==> src/rtl/evt_pkg.sv <==
package evt_pkg;

    localparam int CNT_W  = 32;
    localparam int DATA_W = 64;
    localparam int HALF_W = DATA_W / 2;

    // Register selected by an access
    typedef enum logic [1:0] {
        TGT_NONE = 2'd0,
        TGT_CAP  = 2'd1,
        TGT_CFG  = 2'd2,
        TGT_CNT  = 2'd3
    } evt_tgt_e;

    // Counting control state
    typedef enum logic [1:0] {
        CS_HALTED  = 2'd0,
        CS_ARMING  = 2'd1,
        CS_RUNNING = 2'd2
    } evt_cstate_e;

endpackage

==> src/rtl/evt_access_decode.sv <==
module evt_access_decode
    import evt_pkg::*;
#(
    parameter int                ADDR_W  = 12,
    parameter logic [ADDR_W-1:0] OFS_CAP = 12'h000,
    parameter logic [ADDR_W-1:0] OFS_CFG = 12'h010,
    parameter logic [ADDR_W-1:0] OFS_CNT = 12'h0F0
) (
    input  logic [ADDR_W-1:0] acc_offset,
    input  logic [3:0]        acc_size,
    input  logic [DATA_W-1:0] acc_wdata,
    output logic              dec_ok,
    output logic              dec_hi,
    output logic              dec_wide,
    output evt_tgt_e          dec_tgt,
    output logic [DATA_W-1:0] lane_mask,
    output logic [DATA_W-1:0] lane_data
);

    logic              size_ok;
    logic              align_ok;
    logic [ADDR_W-1:0] word_base;

    always_comb begin
        dec_wide  = (acc_size == 4'd8);
        size_ok   = dec_wide || (acc_size == 4'd4);
        align_ok  = dec_wide ? (acc_offset[2:0] == 3'b000)
                             : (acc_offset[1:0] == 2'b00);
        dec_ok    = size_ok && align_ok;
        dec_hi    = !dec_wide && acc_offset[2];
        word_base = {acc_offset[ADDR_W-1:3], 3'b000};
    end

    always_comb begin
        if (word_base == OFS_CAP)      dec_tgt = TGT_CAP;
        else if (word_base == OFS_CFG) dec_tgt = TGT_CFG;
        else if (word_base == OFS_CNT) dec_tgt = TGT_CNT;
        else                           dec_tgt = TGT_NONE;
    end

    // Byte-lane placement of write data
    always_comb begin
        if (dec_wide) begin
            lane_mask = '1;
            lane_data = acc_wdata;
        end else if (dec_hi) begin
            lane_mask = {{HALF_W{1'b1}}, {HALF_W{1'b0}}};
            lane_data = {acc_wdata[HALF_W-1:0], {HALF_W{1'b0}}};
        end else begin
            lane_mask = {{HALF_W{1'b0}}, {HALF_W{1'b1}}};
            lane_data = {{HALF_W{1'b0}}, acc_wdata[HALF_W-1:0]};
        end
    end

endmodule

==> src/rtl/evt_gcounter.sv <==
module evt_gcounter
    import evt_pkg::*;
(
    input  logic             clk,
    input  logic             rst_n,
    input  logic             en_wr,
    input  logic             en_val,
    input  logic             cnt_wr,
    input  logic [CNT_W-1:0] cnt_wdata,
    input  logic             tick_en,
    output logic [CNT_W-1:0] cnt_q,
    output logic             run_o,
    output logic             rise_o
);

    evt_cstate_e state_q;
    evt_cstate_e state_d;

    // Next-state logic
    always_comb begin
        state_d = state_q;
        unique case (state_q)
            CS_HALTED:  if (en_wr && en_val) state_d = CS_ARMING;
            CS_ARMING:  state_d = (en_wr && !en_val) ? CS_HALTED : CS_RUNNING;
            CS_RUNNING: if (en_wr && !en_val) state_d = CS_HALTED;
            default:    state_d = CS_HALTED;
        endcase
    end

    // State register
    always_ff @(posedge clk) begin
        if (!rst_n) state_q <= CS_HALTED;
        else        state_q <= state_d;
    end

    // Outputs from state
    always_comb begin
        run_o  = 1'b0;
        rise_o = 1'b0;
        unique case (state_q)
            CS_HALTED:  ;
            CS_ARMING:  begin run_o = 1'b1; rise_o = 1'b1; end
            CS_RUNNING: run_o = 1'b1;
            default:    ;
        endcase
    end

    always_ff @(posedge clk) begin
        if (!rst_n)                 cnt_q <= '0;
        else if (cnt_wr)            cnt_q <= cnt_wdata;
        else if (run_o && tick_en)  cnt_q <= cnt_q + 1'b1;
    end

    p_tick_step_r6: assert property (@(posedge clk) disable iff (!rst_n)
        (run_o && tick_en && !cnt_wr) |=> (cnt_q == $past(cnt_q) + 1'b1));

    p_halt_freeze_r7: assert property (@(posedge clk) disable iff (!rst_n)
        (!run_o && !cnt_wr) |=> $stable(cnt_q));

    p_pulse_single_r11: assert property (@(posedge clk) disable iff (!rst_n)
        rise_o |=> !rise_o);

    p_pulse_from_halt_r11: assert property (@(posedge clk) disable iff (!rst_n)
        (!run_o && en_wr && en_val) |=> rise_o);

endmodule

==> src/rtl/evt_global_regs.sv <==
module evt_global_regs
    import evt_pkg::*;
#(
    parameter int                ADDR_W     = 12,
    parameter int                NUM_TIMERS = 8,
    parameter int unsigned       TICK_FS    = 100000000,
    parameter logic [15:0]       VENDOR_ID  = 16'h8086,
    parameter logic [7:0]        REVISION   = 8'h01,
    parameter logic [ADDR_W-1:0] OFS_CAP    = 12'h000,
    parameter logic [ADDR_W-1:0] OFS_CFG    = 12'h010,
    parameter logic [ADDR_W-1:0] OFS_CNT    = 12'h0F0
) (
    input  logic              clk,
    input  logic              rst_n,
    input  logic              bus_valid,
    input  logic              bus_write,
    input  logic [ADDR_W-1:0] bus_offset,
    input  logic [3:0]        bus_size,
    input  logic [63:0]       bus_wdata,
    output logic              bus_rvalid,
    output logic [63:0]       bus_rdata,
    input  logic              tick_en,
    output logic [31:0]       count_value,
    output logic              count_enable,
    output logic              enable_rise
);

    localparam int CFG_EN_BIT  = 0;
    localparam int CFG_LEG_BIT = 1;
    // bits 15:13 = legacy capable, reserved, 64-bit counter: all zero
    localparam logic [DATA_W-1:0] CAP_WORD =
        {32'(TICK_FS), VENDOR_ID, 3'b000, 5'(NUM_TIMERS - 1), REVISION};

    logic              dec_ok;
    logic              dec_hi;
    logic              dec_wide;
    evt_tgt_e          dec_tgt;
    logic [DATA_W-1:0] lane_mask;
    logic [DATA_W-1:0] lane_data;

    evt_access_decode #(
        .ADDR_W  (ADDR_W),
        .OFS_CAP (OFS_CAP),
        .OFS_CFG (OFS_CFG),
        .OFS_CNT (OFS_CNT)
    ) u_decode (
        .acc_offset (bus_offset),
        .acc_size   (bus_size),
        .acc_wdata  (bus_wdata),
        .dec_ok     (dec_ok),
        .dec_hi     (dec_hi),
        .dec_wide   (dec_wide),
        .dec_tgt    (dec_tgt),
        .lane_mask  (lane_mask),
        .lane_data  (lane_data)
    );

    logic              wr_ok;
    logic              rd_req;
    logic [DATA_W-1:0] cfg_q;
    logic [DATA_W-1:0] cfg_d;
    logic              cfg_wr;
    logic              cnt_wr;
    logic [CNT_W-1:0]  cnt_merge;
    logic [CNT_W-1:0]  cnt_q;
    logic              run;
    logic              rise;

    always_comb begin
        wr_ok  = bus_valid && bus_write && dec_ok;
        rd_req = bus_valid && !bus_write;
        cfg_wr = wr_ok && (dec_tgt == TGT_CFG);
        cnt_wr = wr_ok && (dec_tgt == TGT_CNT);
        cfg_d  = (cfg_q & ~lane_mask) | (lane_data & lane_mask);
        cfg_d[CFG_LEG_BIT] = 1'b0;
        cnt_merge = (cnt_q & ~lane_mask[CNT_W-1:0])
                  | (lane_data[CNT_W-1:0] & lane_mask[CNT_W-1:0]);
    end

    always_ff @(posedge clk) begin
        if (!rst_n)      cfg_q <= '0;
        else if (cfg_wr) cfg_q <= cfg_d;
    end

    evt_gcounter u_counter (
        .clk       (clk),
        .rst_n     (rst_n),
        .en_wr     (cfg_wr),
        .en_val    (cfg_d[CFG_EN_BIT]),
        .cnt_wr    (cnt_wr),
        .cnt_wdata (cnt_merge),
        .tick_en   (tick_en),
        .cnt_q     (cnt_q),
        .run_o     (run),
        .rise_o    (rise)
    );

    // Read path
    logic [DATA_W-1:0] rd_sel;
    logic [DATA_W-1:0] rd_word;

    always_comb begin
        unique case (dec_tgt)
            TGT_CAP:  rd_sel = CAP_WORD;
            TGT_CFG:  rd_sel = cfg_q;
            TGT_CNT:  rd_sel = {{(DATA_W-CNT_W){1'b0}}, cnt_q};
            default:  rd_sel = '0;
        endcase
        if (!dec_ok)       rd_word = '0;
        else if (dec_wide) rd_word = rd_sel;
        else if (dec_hi)   rd_word = {{HALF_W{1'b0}}, rd_sel[DATA_W-1:HALF_W]};
        else               rd_word = {{HALF_W{1'b0}}, rd_sel[HALF_W-1:0]};
    end

    always_ff @(posedge clk) begin
        if (!rst_n) begin
            bus_rvalid <= 1'b0;
            bus_rdata  <= '0;
        end else begin
            bus_rvalid <= rd_req;
            bus_rdata  <= rd_req ? rd_word : '0;
        end
    end

    assign count_value  = cnt_q;
    assign count_enable = run;
    assign enable_rise  = rise;

    p_bad_size_write_r3: assert property (@(posedge clk) disable iff (!rst_n)
        (bus_valid && bus_write && bus_size != 4'd4 && bus_size != 4'd8)
        |=> $stable(cfg_q));

    p_bad_size_read_r3: assert property (@(posedge clk) disable iff (!rst_n)
        (bus_valid && !bus_write && bus_size != 4'd4 && bus_size != 4'd8)
        |=> (bus_rvalid && bus_rdata == '0));

    p_misaligned_write_r4: assert property (@(posedge clk) disable iff (!rst_n)
        (bus_valid && bus_write && bus_size == 4'd8 && bus_offset[2:0] != 3'b000)
        |=> $stable(cfg_q));

    p_enable_tracks_r7: assert property (@(posedge clk) disable iff (!rst_n)
        count_enable == cfg_q[CFG_EN_BIT]);

    p_resp_next_r12: assert property (@(posedge clk) disable iff (!rst_n)
        (bus_valid && !bus_write) |=> bus_rvalid);

    p_no_spurious_resp_r12: assert property (@(posedge clk) disable iff (!rst_n)
        !(bus_valid && !bus_write) |=> !bus_rvalid);

endmodule

==> config.mk <==
export PLATFORM = sky130hd
export DESIGN_NAME = evt_global_regs
export DESIGN_NICKNAME = d
export VERILOG_FILES = /design/src/rtl/evt_pkg.sv /design/src/rtl/evt_access_decode.sv /design/src/rtl/evt_gcounter.sv /design/src/rtl/evt_global_regs.sv
export SDC_FILE = /design/constraint.sdc
export NUM_CORES = 1
export LEC_CHECK = 0
export BUFFER_PORTS_ARGS = -buffer_cell sky130_fd_sc_hd__buf_2
export CAP_MARGIN = 40
export CORE_ASPECT_RATIO = 0.75
export CORE_MARGIN = 4
export CORE_UTILIZATION = 50
export DETAILED_ROUTE_END_ITERATION = 16
export GPL_ROUTABILITY_DRIVEN = 0
export MAX_ROUTING_LAYER = met4
export PLACE_DENSITY = 0.77
export SLEW_MARGIN = 20
export SYNTH_ARGS = -nofsm -noshare
export SYNTH_HDL_FRONTEND = slang
export SYNTH_HIERARCHICAL = 1
export SYNTH_SLANG_ARGS = --single-unit
==> constraint.sdc <==
create_clock -name clk -period 2.8 [get_ports clk]
set_clock_uncertainty 0.05 [all_clocks]
set_input_delay 0.14 -clock clk [delete_from_list [all_inputs] [get_ports clk]]
set_output_delay 0.14 -clock clk [all_outputs]
set_load 0.05 [all_outputs]
==> flow_summary.toml <==
[clock_network]
cts_tree = "yes"
cts_buffers = 17
htreeDepth = 4
worst_setup_hold_path_clk_slew_ns = 0.06
cts_resized = 0
ctsRootBufferMaster = "clkbuf_16"
cts.sinks = 162
clk_path_buf_depth = 2
worst_skew_pair.late_latency_ns = 0.43
cts_setup_buffers = 0

[critical_path]
cp_cell_sequence = "inv_1, ha_1, and4_1, nand4_2, or4_1, a31oi_1"
crit_path_start_kind = "flip-flop"
crit_slowest_cell = "and4_1"
worstRegToRegCells = 6
cpPeakStageDelay_ns = 0.51
path_class = "reg2reg"
r2r_slack_ns = 0.36
r2r_end = "u_counter/cnt_q[17]"
critPathMaxFanout = 9
crit_path_end_kind = "flip-flop"
crit_family = "simple AND/OR/NAND/NOR gates"
required_ns = 3.11
worstReg2RegStart = "u_counter/state_q[0]"
path_buf_inv = 1
arrival_ns = 2.75

[power_and_ir_drop]
switchingPower_uw = 1140
power_density_nw_per_um2 = 481
p_int_uw = 3700
p_clk_frac = 0.450
p_leak_uw = 0.00469
switching_share = 0.235
power_frac_seq = 0.477
irDropWorstVdd_mv = 0.383
power_frac_comb = 0.073

[hold_path]
hp-start = "bus_wdata[34]"
hold_depth = 4
hp-class = "in2reg"

[sta]
tightest_slew_ns = 0.883
hold_ws_ns = 0.00529
hold_viol_final = 0
rsz0062_at_grt = "false"
slew_headroom = 0.410
drv_slew = 0
min_period_over_period = 0.871
tns_ns = 0
min_period_ns = 2.44
max_freq_mhz = 410
setup_violations = 0

[floorplan]
rows = 41
dieArea_um2 = 19900
start_util = 0.519
design.core.area_um2 = 17100
die_y_um = 123
die_x_um = 162
io_pins = 184

[logic_synthesis]
netlist_area_um2 = 8860
avgSynthCellArea_um2 = 8.46
synth_warnings = 6
synth_ff_type = "dfxtp_1"
synth_fp_nets = 1136
synth_edf_count = 0
yosysUniqueCellTypes = 60
async_flop_share = 0
synth_seq_area_share = 0.366
synth-seq-cells = 162
synthCells = 1047

[route]
drc = 0
drtIter0Drc = 986
vias_per_cell = 5.91
routedWlPerCell_um = 18.7
antenna_left = 0
routed-via-count = 8229
dr.pass1.iters = 6
routed_wl_mm = 26.0

[global_route]
track_usage = 0.264
gr-total-overflow = 0
top_usage_layer = "met2"
grt_pass1_vias = 7577
antenna_found_initial = 0
use_met2 = 0.419
grt_max_degree = 89
grt_pass1_wl_mm = 40.2
globalRouteMet3Util = 0.0676
grtUsageMet1 = 0.338

[place]
hpwl_mm = 18.7
dpl-instance-area_um2 = 9470
port_buffers = 183

[final_layout]
n_antenna_cell = 0
area_growth_pct = 13.6
num-nets-final = 1235
finish.utilization = 0.589
layout-drive-gt1-share = 0.263
stdcell_area_um2 = 10100

[outcome]
outcome = "complete, no violations"

[flow_run]
cap_violations = 0
[area by class of cell]
| cell class | count | area, µm² |
|---|---|---|
| multi-input combinational | 731 | 4650 |
| fill | 1522 | 7020 |
| tap | 236 | 295 |
| sequential | 162 | 3240 |
| timing repair buffer | 221 | 1290 |
| clock inverter | 6 | 57.6 |
| clock buffer | 24 | 472 |
| inverter | 13 | 48.8 |
[Yosys cell counts, drive strengths merged, types with 13 or more instances]
library cell,count,area share
inv,13,0.0055
nand3,14,0.0085
clkbuf,40,0.017
mux2,48,0.061
a41o,62,0.070
a21oi,102,0.058
nand4,19,0.016
nor2,31,0.015
a22oi,21,0.018
buf,101,0.087
and2,57,0.040
dfxtp,162,0.37
nand2,166,0.070
o21ai,70,0.040
[power by group through the flow]
stage	clock network, µW	logic [µW]	registers, µW
after floorplan	0	275	2360
after global placement	0	336	2360
after detailed placement	0	341	2360
after CTS	2180	348	2310
after global routing	2280	381	2300
final	2180	355	2310
[through the flow]
| step | setup slack, ns | total power [µW] | std cells |
|---|---|---|---|
| 2_1_floorplan | 0.141 | 2630 | 1047 |
| 4_1_cts | 0.400 | 4830 | 1393 |
| 3_5_place_dp | 0.225 | 2700 | 1357 |
| 6_report | 0.361 | 4840 | 1393 |
| 5_1_grt | 0.219 | 4970 | 1393 |
| 3_3_place_gp | 0.252 | 2690 | 1357 |
[worst reg2reg max path: cells and delay by family, from the launching register on]
kind                     cells  cell delay, ns
AO/OA/AOI/OAI                1            0.16
AND/OR/NAND/NOR              3            1.33
buffers and inverters        1            0.08
adder cells (fa/ha/maj)      1            0.39
flip-flops                   1            0.36
[what timing repair did]
action / 4_1_cts / 5_1_grt
hold endpoints to repair: 5 / 0
endpoints found under the setup margin: 0 / 0
hold buffers: 6 / 0
[per-layer routing]
layer | wire [µm] | part of all wire | vias to the layer above
met2 | 12100 | 0.47 | 373
met3 | 2150 | 0.083 | 46
met1 | 11300 | 0.43 | 3864
met4 | 499 | 0.019 | 0
met5 | 0 | 0 | -
li1 | - | - | 3946
[logic make-up after synthesis]
logic type / synth area share
and+or+nand+nor: 0.204
AOI/OAI and AO/OA: 0.232
DFF: 0.366
buffers and inverters: 0.110
muxes: 0.0723
xor gates and xnor gates: 0.00988
adders and majority gates: 0.00565
[placed cells by master (no fill, tap or decap), drive strengths merged, types with 4 or more instances in the layout]
master | netlist | layout
dlygate4sd3 | 0 | 6
o21ai | 70 | 70
buf | 101 | 215
xor2 | 4 | 4
nor3 | 5 | 5
inv | 13 | 13
and4 | 5 | 5
nor2b | 4 | 4
nor2 | 31 | 31
and2 | 57 | 57
nand4 | 19 | 19
or3 | 5 | 5
ha | 4 | 4
a41o | 62 | 62
mux2 | 48 | 48
and3 | 7 | 7
clkbuf | 40 | 24
o32ai | 9 | 9
dfxtp | 162 | 162
o31ai | 8 | 8
clkinv | 0 | 4
nand3 | 14 | 14
o211a | 6 | 6
or4 | 11 | 11
nor4 | 5 | 5
nand2b | 11 | 11
a22oi | 21 | 21
xnor2 | 6 | 6
a31oi | 11 | 11
a21oi | 102 | 102
nand2 | 166 | 166
mux2i | 10 | 10
[how the worst max path moves through the flow]
| stage | startpoint | end | slack (ns) | cells after the start |
|---|---|---|---|---|
| 6_report | u_counter/state_q[0] | u_counter/cnt_q[17] | 0.36 | 6 |
| 5_1_grt | u_counter/state_q[0] | u_counter/cnt_q[17] | 0.22 | 6 |
| 4_1_cts | u_counter/state_q[0] | u_counter/cnt_q[28] | 0.40 | 6 |
| 3_5_place_dp | bus_offset[7] | flip-flop | 0.23 | 9 |
| 3_3_place_gp | bus_offset[7] | u_counter/cnt_q[27] | 0.25 | 9 |
| 2_1_floorplan | bus_offset[7] | u_counter/cnt_q[27] | 0.14 | 10 |
No activity file was read; power rests on OpenSTA's default activity.
